## config.mk

```make
export PLATFORM = sky130hd
export DESIGN_NAME = stk_ptr_unit
export DESIGN_NICKNAME = d
export VERILOG_FILES = /design/src/rtl/stk_pkg.sv /design/src/rtl/stk_bounds.sv /design/src/rtl/stk_ram.sv /design/src/rtl/stk_ptr_unit.sv
export SDC_FILE = /design/constraint.sdc
export NUM_CORES = 1
export LEC_CHECK = 0
export ABC_AREA = 1
export BUFFER_PORTS_ARGS = -buffer_cell sky130_fd_sc_hd__buf_4
export CORE_MARGIN = 2
export CORE_UTILIZATION = 60
export CTS_CLUSTER_DIAMETER = 60
export DETAILED_ROUTE_END_ITERATION = 7
export GPL_TIMING_DRIVEN = 0
export HOLD_SLACK_MARGIN = 0.15
export PLACE_DENSITY = 0.78
export SETUP_SLACK_MARGIN = 0.3
export SYNTH_ARGS = -nofsm -noshare
export SYNTH_HDL_FRONTEND = slang
export SYNTH_SLANG_ARGS = --single-unit
```

## constraint.sdc

```tcl
create_clock -name clk -period 4.4 [get_ports clk]
set_input_delay 0.66 -clock clk [delete_from_list [all_inputs] [get_ports clk]]
set_output_delay 0.66 -clock clk [all_outputs]
set_load 0.01 [all_outputs]
```

## src/rtl/stk_pkg.sv

```systemverilog
package stk_pkg;
    typedef enum logic [1:0] {
        ST_IDLE   = 2'd0,
        ST_FIRST  = 2'd1,
        ST_SECOND = 2'd2
    } stk_state_e;
endpackage

```

## src/rtl/stk_bounds.sv

```systemverilog
module stk_bounds #(
    parameter int DEPTH = 16,
    parameter int PW    = 5
) (
    input  logic          cfg_down,
    input  logic          cfg_next_empty,
    output logic [PW-1:0] empty_ptr,
    output logic [PW-1:0] full_ptr,
    output logic [PW-1:0] push_delta
);
    localparam logic [PW-1:0] TOP = PW'(DEPTH - 1);
    localparam logic [PW-1:0] END = PW'(DEPTH);

    always_comb begin
        unique case ({cfg_down, cfg_next_empty})
            2'b00: begin empty_ptr = '1;      full_ptr = TOP; end
            2'b01: begin empty_ptr = '0;      full_ptr = END; end
            2'b10: begin empty_ptr = END;     full_ptr = '0;  end
            default: begin empty_ptr = TOP;   full_ptr = '1;  end
        endcase
        push_delta = cfg_down ? '1 : PW'(1);
    end
endmodule

```

## src/rtl/stk_ram.sv

```systemverilog
module stk_ram #(
    parameter int WIDTH = 32,
    parameter int DEPTH = 16,
    parameter int AW    = 4
) (
    input  logic             clk,
    input  logic             we,
    input  logic             re,
    input  logic [AW-1:0]    addr,
    input  logic [WIDTH-1:0] wdata,
    output logic [WIDTH-1:0] rdata
);
    logic [WIDTH-1:0] mem_q [DEPTH];
    logic [WIDTH-1:0] rdata_q;

    always_ff @(posedge clk) begin
        if (we) mem_q[addr] <= wdata;
        if (re) rdata_q <= mem_q[addr];
    end

    assign rdata = rdata_q;
endmodule

```

## src/rtl/stk_ptr_unit.sv

```systemverilog
module stk_ptr_unit #(
    parameter int DEPTH = 16,
    parameter int WIDTH = 32,
    localparam int AW = $clog2(DEPTH),
    localparam int PW = AW + 1
) (
    input  logic             clk,
    input  logic             rst_n,
    input  logic             cfg_down,
    input  logic             cfg_next_empty,
    input  logic             push_i,
    input  logic             pop_i,
    input  logic [WIDTH-1:0] push_data_i,
    output logic [WIDTH-1:0] pop_data_o,
    output logic             done_o,
    output logic             overflow_o,
    output logic             underflow_o,
    output logic [PW-1:0]    sp_o
);
    import stk_pkg::*;

    typedef struct packed {
        stk_state_e       st;
        logic             op_push;
        logic [WIDTH-1:0] wbuf;
        logic [PW-1:0]    sp;
        logic             done;
        logic             ovf;
        logic             unf;
    } regs_t;

    regs_t r_q, r_d;

    logic [PW-1:0] empty_ptr, full_ptr, push_delta, step;
    logic          access_first, mem_we, mem_re;

    stk_bounds #(.DEPTH(DEPTH), .PW(PW)) u_bounds (
        .cfg_down       (cfg_down),
        .cfg_next_empty (cfg_next_empty),
        .empty_ptr      (empty_ptr),
        .full_ptr       (full_ptr),
        .push_delta     (push_delta)
    );

    stk_ram #(.WIDTH(WIDTH), .DEPTH(DEPTH), .AW(AW)) u_ram (
        .clk   (clk),
        .we    (mem_we),
        .re    (mem_re),
        .addr  (r_q.sp[AW-1:0]),
        .wdata (r_q.wbuf),
        .rdata (pop_data_o)
    );

    // Push in next-empty mode and pop in last-full mode touch memory before moving.
    assign access_first = r_q.op_push ? cfg_next_empty : !cfg_next_empty;
    assign step         = r_q.op_push ? push_delta : (PW'(0) - push_delta);

    always_comb begin
        r_d      = r_q;
        r_d.done = 1'b0;
        r_d.ovf  = 1'b0;
        r_d.unf  = 1'b0;
        mem_we   = 1'b0;
        mem_re   = 1'b0;
        unique case (r_q.st)
            ST_IDLE: begin
                if (push_i) begin
                    if (r_q.sp == full_ptr) begin
                        r_d.ovf = 1'b1;
                    end else begin
                        r_d.st      = ST_FIRST;
                        r_d.op_push = 1'b1;
                        r_d.wbuf    = push_data_i;
                    end
                end else if (pop_i) begin
                    if (r_q.sp == empty_ptr) begin
                        r_d.unf = 1'b1;
                    end else begin
                        r_d.st      = ST_FIRST;
                        r_d.op_push = 1'b0;
                    end
                end
            end
            ST_FIRST: begin
                if (access_first) begin
                    mem_we = r_q.op_push;
                    mem_re = !r_q.op_push;
                end else begin
                    r_d.sp = r_q.sp + step;
                end
                r_d.st = ST_SECOND;
            end
            default: begin
                if (access_first) begin
                    r_d.sp = r_q.sp + step;
                end else begin
                    mem_we = r_q.op_push;
                    mem_re = !r_q.op_push;
                end
                r_d.st   = ST_IDLE;
                r_d.done = 1'b1;
            end
        endcase
        if (!rst_n) begin
            r_d = '{st: ST_IDLE, op_push: 1'b0, wbuf: '0, sp: empty_ptr,
                    done: 1'b0, ovf: 1'b0, unf: 1'b0};
        end
    end

    always_ff @(posedge clk) begin
        r_q <= r_d;
    end

    assign done_o      = r_q.done;
    assign overflow_o  = r_q.ovf;
    assign underflow_o = r_q.unf;
    assign sp_o        = r_q.sp;


    cfg_static_chk: assert property (@(posedge clk) disable iff (!rst_n)
        1'b1 |=> ($stable(cfg_down) && $stable(cfg_next_empty)));


    no_overflow_chk: assert property (@(posedge clk) disable iff (!rst_n)
        (r_q.st == ST_IDLE && push_i && sp_o == full_ptr)
        |=> (overflow_o && !done_o && sp_o == $past(sp_o)));


    no_underflow_chk: assert property (@(posedge clk) disable iff (!rst_n)
        (r_q.st == ST_IDLE && !push_i && pop_i && sp_o == empty_ptr)
        |=> (underflow_o && !done_o && sp_o == $past(sp_o)));


    done_pulse_chk: assert property (@(posedge clk) disable iff (!rst_n)
        done_o |=> !done_o);


    busy_ignore_chk: assert property (@(posedge clk) disable iff (!rst_n)
        (r_q.st != ST_IDLE) |=> (!overflow_o && !underflow_o));


    idle_hold_chk: assert property (@(posedge clk) disable iff (!rst_n)
        (r_q.st == ST_IDLE && !push_i && !pop_i) |=> $stable(sp_o));
endmodule

```

==> impl_metrics.csv, run 1 <==
group,metric,value,unit
outcome,status,"finished clean",
yosys,synth_seq_area_share,78.6,%
finish,nets,1649,
power,cellLeakagePower,9.08,nW
detailed_routing,drtAntennaViolNets,0,
clocking,cts.sinks,587,
finish,fin_cells,2113,
sta,fin_crit,3.35,ns
setup_path,start_kind,"flop",
clocking,clkLatencyLatePin,0.61,ns
placement,routabilityCongestion,0.815,
power,comb_power_share,12.5,%
detailed_routing,wl_per_cell,27.2,um
floorplan,ios,78,
detailed_routing,num_vias,13900,
yosys,synth_area,21900,um^2
clocking,cts_tree,"done",
sta,slew_headroom,17.4,%
setup_path,path_max_fanout,32,
power,power_density,497,nW/um^2
detailed_routing,viasPerCell,6.58,
global_routing,grt_remaining_overflow,0,
sta,post-route-period-util,76.1,%
placement,dp_worst_setup_slack,0.972,ns
global_routing,grt_max_degree,33,
yosys,synth_area_per_cell,15.1,um^2
setup_path,r2r_slack,1.05,ns
power,clockPowerShare,36.2,%
floorplan,core.rowCount,70,
detailed_routing,wirelength,57400,um
finish,fin_util,69.1,%
setup_path,ff2ff_path_depth,5,
global_routing,grt_pass1_vias,13700,
sta,maxSlewViolCount,0,
power,sw_frac_of_total,25.7,%
global_routing,grt.total_usage,30.5,%
finish,area_delta_synth_final,14.5,%
placement,port_buffers,76,
yosys,synthTopCellsByArea,"edfxtp_1, a22oi_1, nand2_1, dfxtp_1, nand4_1",
floorplan,die_h,195,um
yosys,syn-num-nets,1501,
min_path,hp-class,"in -> reg",
setup_path,critPathKind,"reg -> reg",
clocking,ctsHoldBuffers,0,
sta,hold_violations,0,
sta,setup_ws,1.05,ns
setup_path,reg2reg_from,"sp_o[2]",
setup_path,endpoint_kind,"flop",
placement,place_inst,2011,
yosys,syn_inst,1451,
yosys,synth.distinct_cells,29,
power,pwr-share-seq,51.3,%
min_path,hp-start,"rst_n",
power,power,12.5,mW
finish,fillers,2247,
detailed_routing,drtPass1Iterations,6,
clocking,postCtsSetupBuffers,0,
detailed_routing,drc,0,
min_path,min_path_cells,3,
yosys,netlist.area_leader.share,75.1,%
yosys,ys_warn_count,0,
floorplan,start_util,60.4,%
clocking,htree_num_levels,2,
setup_path,critPathArrivalTime,3.55,ns
power,p_sw,3.21,mW
sta,rsz0062_at_grt,"no",
clocking,clk_path_buf_depth,3,
job,drv_cap,0,
setup_path,cp.required,4.60,ns
floorplan,die_area,38100,um^2
floorplan,die_w,195,um
clocking,cts_repair_resize_count,0,
sta,fin_worst_skew,0.0235,ns
sta,worst_slew_pin_slew,1.24,ns
global_routing,grt_pass1_wl,84400,um
power,p_int,9.28,mW
sta,fmax,299,MHz
clocking,clk_pin_slew,0.06,ns
placement,dp_hpwl,34500,um
clocking,ctsRootBufferMaster,"clkbuf_16",
global_routing,antenna_found_initial,2,
floorplan,core-area,36300,um^2
finish,drive_above_1_share,15.2,%
yosys,ys_seq_elements,587,
sta,setup_viol,0,
clocking,cts_buffers,54,
min_path,min_to,"done_o",
setup_path,r2r_end,"u_ram.mem_q[7][5]",
yosys,synth_largest_area_cell,"edfxtp_1",
detailed_routing,drt_iter0_drc,2463,
power,peakVddDrop,332,uV
-- worst max-delay path: stages, from the launching register on --
cell,delay [ns]
edfxtp_1,0.48
inv_1,0.07
nor2_1,0.64
clkbuf_1,0.78
nand3_1,0.20
inv_2,0.77
-- metal layers --
| metal | track usage (%) | up-vias | part of all wire [%] |
|---|---|---|---|
| li1 | - | 5869 | - |
| met1 | 40.7 | 6706 | 36 |
| met2 | 48.3 | 1140 | 48 |
| met3 | 6.79 | 178 | 12 |
| met4 | 14.9 | 2 | 4.3 |
| met5 | 0 | - | 0.023 |
-- worst max path at each step --
| stage | start | to | slack (ns) |
|---|---|---|---|
| after floorplan | cfg_next_empty | u_ram.mem_q[3][0] | 0.43 |
| after global placement | cfg_next_empty | u_ram.mem_q[3][20] | -2.23 |
| after detailed placement | cfg_next_empty | u_ram.mem_q[14][16] | 0.97 |
| after CTS | sp_o[3] | u_ram.mem_q[7][5] | 1.18 |
| after global routing | sp_o[2] | u_ram.mem_q[7][11] | 0.99 |
| final | sp_o[2] | u_ram.mem_q[7][5] | 1.05 |
-- cell usage after synthesis --
cell type,instances
edfxtp_1,549
nand2_1,320
a22oi_1,256
nand4_1,64
buf_2,54
dfxtp_1,38
inv_1,38
a21oi_1,35
clkbuf_1,25
nor2_1,19
ha_1,11
o21ai_0,7
nand3_1,6
buf_4,5
nor3_1,4
buf_1,3
buf_6,3
clkinv_1,2
xor2_1,2
a21o_1,1
a22o_1,1
a31oi_1,1
fa_1,1
nand2_2,1
nand2b_1,1
nand3_4,1
nor2_2,1
o211ai_1,1
o22ai_1,1
-- logic make-up after synthesis --
family | after synthesis | share of synthesized area [%]
AO/OA/AOI/OAI | 303 | 9.88
flip-flops | 587 | 78.6
buffers and inverters | 130 | 2.72
adder cells (fa/ha/maj) | 12 | 0.718
XOR/XNOR | 2 | 0.0798
AND/OR/NAND/NOR | 417 | 8.02
-- power groups by stage --
stage          clock network [mW]  registers (mW)  logic (mW)
6_report                     4.52            6.41        1.56
3_5_place_dp                    0            6.52        1.51
2_1_floorplan                   0            6.48       0.866
5_1_grt                      4.74            6.42        1.66
4_1_cts                      4.52            6.40        1.53
3_3_place_gp                    0            6.51        1.47
-- cell usage in the layout, fill, tap and decap left out, types with 4 or more instances in the layout --
| master | count |
|---|---|
| a21oi_1 | 35 |
| a22oi_1 | 256 |
| buf_12 | 11 |
| buf_2 | 54 |
| buf_4 | 81 |
| buf_6 | 7 |
| clkbuf_1 | 41 |
| clkbuf_16 | 55 |
| clkbuf_8 | 4 |
| clkinv_1 | 11 |
| clkinv_2 | 10 |
| dfxtp_1 | 38 |
| edfxtp_1 | 549 |
| ha_1 | 11 |
| inv_1 | 25 |
| inv_2 | 13 |
| nand2_1 | 320 |
| nand3_1 | 6 |
| nand4_1 | 64 |
| nor2_1 | 17 |
| o21ai_0 | 7 |
-- sequential cells by signal (all words and copies together), names as in the netlist --
signal       count
u_ram.mem_q    512
u_ram.rdata     32
sp_o             5
r_q             35
overflow_o       1
underflow_o      1
done_o           1
-- metrics by stage --
| stage | TNS [ns] | area, um^2 | hold WS (ns) |
|---|---|---|---|
| floorplan | 0 | 21900 | 0.434 |
| global placement | -108.86 | 23100 | 0.479 |
| detailed placement | 0 | 23400 | 0.490 |
| CTS | 0 | 25100 | 0.314 |
| global route | 0 | 25100 | 0.333 |
| finish | 0 | 25100 | 0.318 |
-- cell type report --
class	instances	area [um^2]	share of cell area, %
sequential	587	17200	68.6
multi-input combinational	734	4120	16.4
clock buffer	75	1490	5.94
timing repair buffer	92	863	3.44
tap	468	586	2.33
buffer	90	447	1.78
clock inverter	25	215	0.856
inverter	40	150	0.598
antenna	2	5.00	0.0199
(Power assumes the default switching activity.)
==> inputs of run 2 (changes only) <==
clock period = 3.1 ns   (was 4.4 ns; I/O delays follow)
==> run 2 against run 1 <==
Effect of this change:
- combinational power is 43% higher
- routed wire length rose by 2.0%
- fmax up 23%
- clock-buffer cell count decreased by 9
- power is 45% higher
- worst hold slack lost 0.16 ns
- critical path type unchanged
- critical path depth is 2 higher
- utilization grew 0.86 points
==> impl_metrics.csv, run 2 (synthesis gave the netlist of run 1 again) <==
group,metric,value,unit
placement,dp_hpwl,35100,um
finish,nets,1657,
placement,dp_worst_setup_slack,0.0323,ns
floorplan,die_w,195,um
global_routing,grt_pass1_vias,13900,
setup_path,critical_path.endpoint,"u_ram.mem_q[11][9]",
finish,largest_reg_flops,512,
setup_path,critPathArrivalTime,2.98,ns
finish,area_delta_synth_final,15.9,%
setup_path,worstPathCellList,"nand2_1 > inv_1 > buf_2 > buf_2 > nand3_1 > clkinv_2 > buf_12",
sta,rsz0062_at_grt,"no",
clocking,cts_buffers,54,
setup_path,critPathBufInv,5,
sta,final.setup.tns,0,ns
power,cellLeakagePower,9.21,nW
floorplan,ios,78,
detailed_routing,drt_iter0_drc,2411,
power,pwr-share-seq,50.2,%
global_routing,grt_remaining_overflow,0,
setup_path,endpoint_kind,"flop",
setup_path,crit_family,"buffers and inverters",
sta,fmax,369,MHz
detailed_routing,wl_per_cell,27.6,um
detailed_routing,viasPerCell,6.68,
setup_path,start_kind,"flop",
setup_path,r2r_end,"u_ram.mem_q[11][9]",
setup_path,crit_start,"sp_o[0]",
setup_path,critPathKind,"reg -> reg",
finish,final_cell_mix,"edfxtp_1, nand2_1, a22oi_1",
detailed_routing,drc,0,
finish,diodes,0,
global_routing,grt_pass1_wl,84500,um
clocking,htree_num_levels,2,
floorplan,core.rowCount,70,
finish,drive_above_1_share,16.1,%
clocking,clk_path_buf_depth,3,
clocking,cts_tree,"done",
global_routing,antenna_found_initial,0,
clocking,cts.sinks,587,
finish,fillers,2191,
setup_path,ff2ff_path_depth,7,
detailed_routing,drtPass1Iterations,6,
sta,post-route-period-util,87.5,%
sta,worst_slew_pin_slew,1.04,ns
placement,routabilityCongestion,0.802,
global_routing,grt_max_degree,32,
setup_path,r2r_slack,0.39,ns
clocking,ctsRootBufferMaster,"clkbuf_16",
power,p_sw,4.63,mW
sta,slew_headroom,30.4,%
power,power_density,712,nW/um^2
sta,setup_ws,0.387,ns
min_path,hp-class,"in -> reg",
setup_path,path_max_fanout,20,
min_path,hp-start,"push_data_i[24]",
setup_path,reg2reg_from,"sp_o[0]",
floorplan,core-area,36300,um^2
setup_path,cp.required,3.37,ns
clocking,clkLatencyLatePin,0.59,ns
sta,maxSlewViolCount,0,
clocking,clk_pin_slew,0.06,ns
outcome,status,"finished clean",
detailed_routing,wirelength,58600,um
setup_path,crit_top_cell,"buf_2",
setup_path,crit_cells,7,
sta,fin_crit,2.71,ns
power,p_int,13.5,mW
setup_path,worst_path_largest_cell_delay,0.55,ns
job,drv_cap,0,
sta,fin_worst_skew,0.0285,ns
power,comb_power_share,12.3,%
detailed_routing,num_vias,14200,
floorplan,die_h,195,um
setup_path,crit_slowest_cell,"edfxtp_1",
floorplan,start_util,60.4,%
power,clockPowerShare,37.4,%
finish,layout_commonest_cell,"edfxtp_1",
detailed_routing,drtAntennaViolNets,0,
sta,hold_violations,0,
power,peakVddDrop,472,uV
floorplan,die_area,38100,um^2
placement,port_buffers,76,
power,power,18.1,mW
power,sw_frac_of_total,25.5,%
sta,setup_viol,0,
global_routing,grt.total_usage,30.6,%
finish,largest_register,"u_ram.mem_q",
-- run 2: cell count changes in the layout (fill, tap and decap cells not counted), moves of 4 or more --
cell / previous run / this run
dlygate4sd3_1: 0 / 5
bufinv_16: 3 / 7
inv_2: 13 / 8
buf_6: 7 / 3
clkbuf_1: 41 / 30
-- run 2: tightest hold or removal path: stages --
cell and delay (ns):
buf_4 0.11, nand4_1 0.07, a21oi_1 0.06
-- run 2: power groups by stage --
stage          clock network, mW  logic (mW)  registers (mW)
6_report                    6.78        2.23            9.10
5_1_grt                     7.06        2.38            9.12
4_1_cts                     6.77        2.18            9.09
3_5_place_dp                   0        2.16            9.25
3_3_place_gp                   0        2.08            9.24
2_1_floorplan                  0        1.23            9.20
-- run 2: layout make-up --
class	instances	area, um^2	share of cell area [%]
Clock inverter	35	374	1.47
Multi-Input combinational cell	734	4150	16.3
Buffer	90	455	1.79
Timing Repair Buffer	100	1030	4.03
Tap cell	468	586	2.30
Inverter	40	159	0.625
Sequential cell	587	17200	67.8
Clock buffer	66	1450	5.69
-- run 2: worst min-delay path by stage --
stage,end,slack [ns],cells past startpoint
finish,r_q[32],0.16,3
global route,r_q[27],0.17,3
CTS,r_q[12],0.15,3
detailed placement,done_o,0.50,2
global placement,done_o,0.49,2
floorplan,done_o,0.43,2
-- run 2: layer usage --
metal  share of wire [%]  up-vias  GRT usage, %
met5                   0        -             0
met4                 4.5        0          15.7
met3                  12      196          6.13
met2                  48     1161          48.6
met1                  36     6932          41.0
li1                    -     5876             -
-- run 2: repair_timing --
item	4_1_cts	5_1_grt
setup endpoints to repair	291	192
hold buffers	5	0
endpoints found under the hold margin	5	0
resized for setup	7	10
pin swaps	1	0
buffers inserted	1	0
-- run 2: stage by stage --
step / utilization (%) / hold slack, ns / cell area, um^2 / instances
global route: 70.0 / 0.171 / 25400 / 2120
finish: 70.0 / 0.162 / 25400 / 2120
detailed placement: 64.7 / 0.495 / 23500 / 2013
CTS: 69.9 / 0.150 / 25400 / 2120
global placement: 63.6 / 0.491 / 23100 / 1995
floorplan: - / 0.434 / 22000 / 1451
==> inputs of run 3 (changes only) <==
CTS_BUF_LIST = sky130_fd_sc_hd__clkbuf_16   (was default)
==> run 3 against run 2 <==
Effect of this change:
- fmax fell by 0.73%
- sequential share of layout area rose by 0.050 points
- final area barely moved
- register-to-register slack got worse by 0.02 ns
- combinational power barely moved
- worst hold slack got worse by 0.0053 ns
- power fell by 0.56%
- cell count barely moved
- first-iteration DRC count did not move
- flip-flop and latch count did not move
- highest routed layer unchanged
==> impl_metrics.csv, run 3 (synthesis gave the netlist of run 1 again) <==
group,metric,value,unit
outcome,status,"finished clean",
detailed_routing,wirelength,58500,um
clocking,htree_num_levels,2,
setup_path,endpoint_kind,"flop",
global_routing,antenna_found_initial,0,
finish,largest_register,"u_ram.mem_q",
finish,largest_reg_flops,512,
detailed_routing,drtPass1Iterations,6,
detailed_routing,drt_iter0_drc,2411,
finish,multi_input_area,4150,um^2
clocking,cts.sinks,587,
setup_path,critPathArrivalTime,3.01,ns
sta,hold_violations,0,
setup_path,crit_start,"sp_o[1]",
detailed_routing,drc,0,
finish,drive_above_1_share,15.9,%
finish,diodes,0,
job,drv_cap,0,
setup_path,crit_slowest_cell,"edfxtp_1",
setup_path,crit_cells,8,
sta,fin_worst_skew,0.0262,ns
setup_path,path_max_fanout,22,
sta,slew_headroom,30.6,%
global_routing,grt.total_usage,30.6,%
sta,fin_crit,2.73,ns
setup_path,crit_top_cell,"nand2_1",
global_routing,grt_pass1_vias,13900,
placement,port_buffers,76,
floorplan,die_area,38100,um^2
min_path,hp-class,"in -> reg",
finish,layout_commonest_cell,"edfxtp_1",
power,cellLeakagePower,9.23,nW
min_path,hp-start,"push_data_i[24]",
clocking,cts_tree,"done",
floorplan,die_h,195,um
clocking,ctsRootBufferMaster,"clkbuf_16",
sta,rsz0062_at_grt,"no",
min_path,min_path_cells,3,
setup_path,cp.required,3.38,ns
finish,seq_area,17200,um^2
placement,postPlaceCellArea,23500,um^2
floorplan,core-area,36300,um^2
floorplan,start_util,60.4,%
finish,design_area,25400,um^2
clocking,clk_path_buf_depth,3,
setup_path,start_kind,"flop",
power,peakVddDrop,474,uV
finish,fillers,2194,
sta,setup_viol,0,
setup_path,critPathBufInv,5,
setup_path,ff2ff_path_depth,8,
sta,maxSlewViolCount,0,
sta,fmax,366,MHz
sta,worst_slew_pin_slew,1.04,ns
setup_path,worstPathCellList,"nor2_2 > clkbuf_4 > buf_4 > nand2_1 > inv_1 > nand2_1 > clkinv_2 > buf_12",
setup_path,worst_path_largest_cell_delay,0.53,ns
placement,dp_hpwl,35100,um
floorplan,ios,78,
floorplan,core.rowCount,70,
placement,routabilityCongestion,0.802,
finish,final_cell_mix,"edfxtp_1, nand2_1, a22oi_1",
setup_path,reg2reg_from,"sp_o[1]",
finish,fin_util,69.9,%
finish,nets,1658,
finish,area_delta_synth_final,15.8,%
setup_path,crit_family,"buffers and inverters",
detailed_routing,wl_per_cell,27.6,um
clocking,cts_buffers,54,
detailed_routing,drtAntennaViolNets,0,
setup_path,critPathKind,"reg -> reg",
sta,post-route-period-util,88.2,%
global_routing,grt_max_degree,32,
clocking,clkLatencyLatePin,0.60,ns
floorplan,die_w,195,um
detailed_routing,num_vias,14100,
power,power_density,708,nW/um^2
clocking,clk_pin_slew,0.06,ns
global_routing,grt_pass1_wl,84400,um
detailed_routing,viasPerCell,6.65,
global_routing,grt_remaining_overflow,0,
[run 3: cell types whose count changed in the layout (fill, tap and decap cells not counted), moves of 3 or more]
cell      delta
clkinv_1     +3
clkbuf_8     -3
clkbuf_1     -8
inv_1        +8
[run 3: layout make-up]
cell class | count | area share [%]
multi-input combinational | 734 | 16.3
sequential | 587 | 67.8
clock buffer | 55 | 5.41
tap | 468 | 2.30
inverter | 40 | 0.630
buffer | 90 | 1.79
timing repair buffer | 101 | 4.07
clock inverter | 46 | 1.63
[run 3: worst paths after layout]
check | end | slack, ns
max reg2reg | u_ram.mem_q[4][9] | 0.37
max | u_ram.mem_q[4][9] | 0.37
min | r_q[32] | 0.16
min reg2reg | done_o | 0.49
[run 3: layer usage]
layer  share of wire [%]  vias up  global-route usage [%]
met3                  12      199                    6.37
li1                    -     5882                       -
met5                   0        -                       0
met4                 4.7        0                    15.4
met1                  35     6879                    40.9
met2                  48     1150                    48.6
[run 3: worst min-delay path, stage by stage]
cell and delay, ns:
buf_4 0.11, nand4_1 0.07, a21oi_1 0.06
[run 3: report_power, final]
group,total (mW),internal (mW),switching (mW)
clock network,6.67,3.81,2.86
logic,2.24,0.674,1.57
registers,9.10,8.89,0.203
total,18.0,13.4,4.63
[run 3: timing repair]
action,CTS,global route
pin swaps,1,0
hold endpoints to repair,6,0
endpoints found under the setup margin,291,191
gates resized for setup,7,11
hold buffers,6,0
setup buffers,1,0
[run 3: stage by stage]
stage | hold WS [ns] | setup TNS (ns) | instances | total power, mW | setup slack, ns
global route | 0.166 | 0 | 2121 | 18.5 | 0.275
CTS | 0.150 | 0 | 2121 | 17.9 | 0.313
global placement | 0.491 | -344.39 | 1995 | 11.3 | -2.06
detailed placement | 0.495 | 0 | 2013 | 11.4 | 0.0323
floorplan | 0.434 | 0 | 1451 | 10.4 | 0.161
finish | 0.157 | 0 | 2121 | 18.0 | 0.367
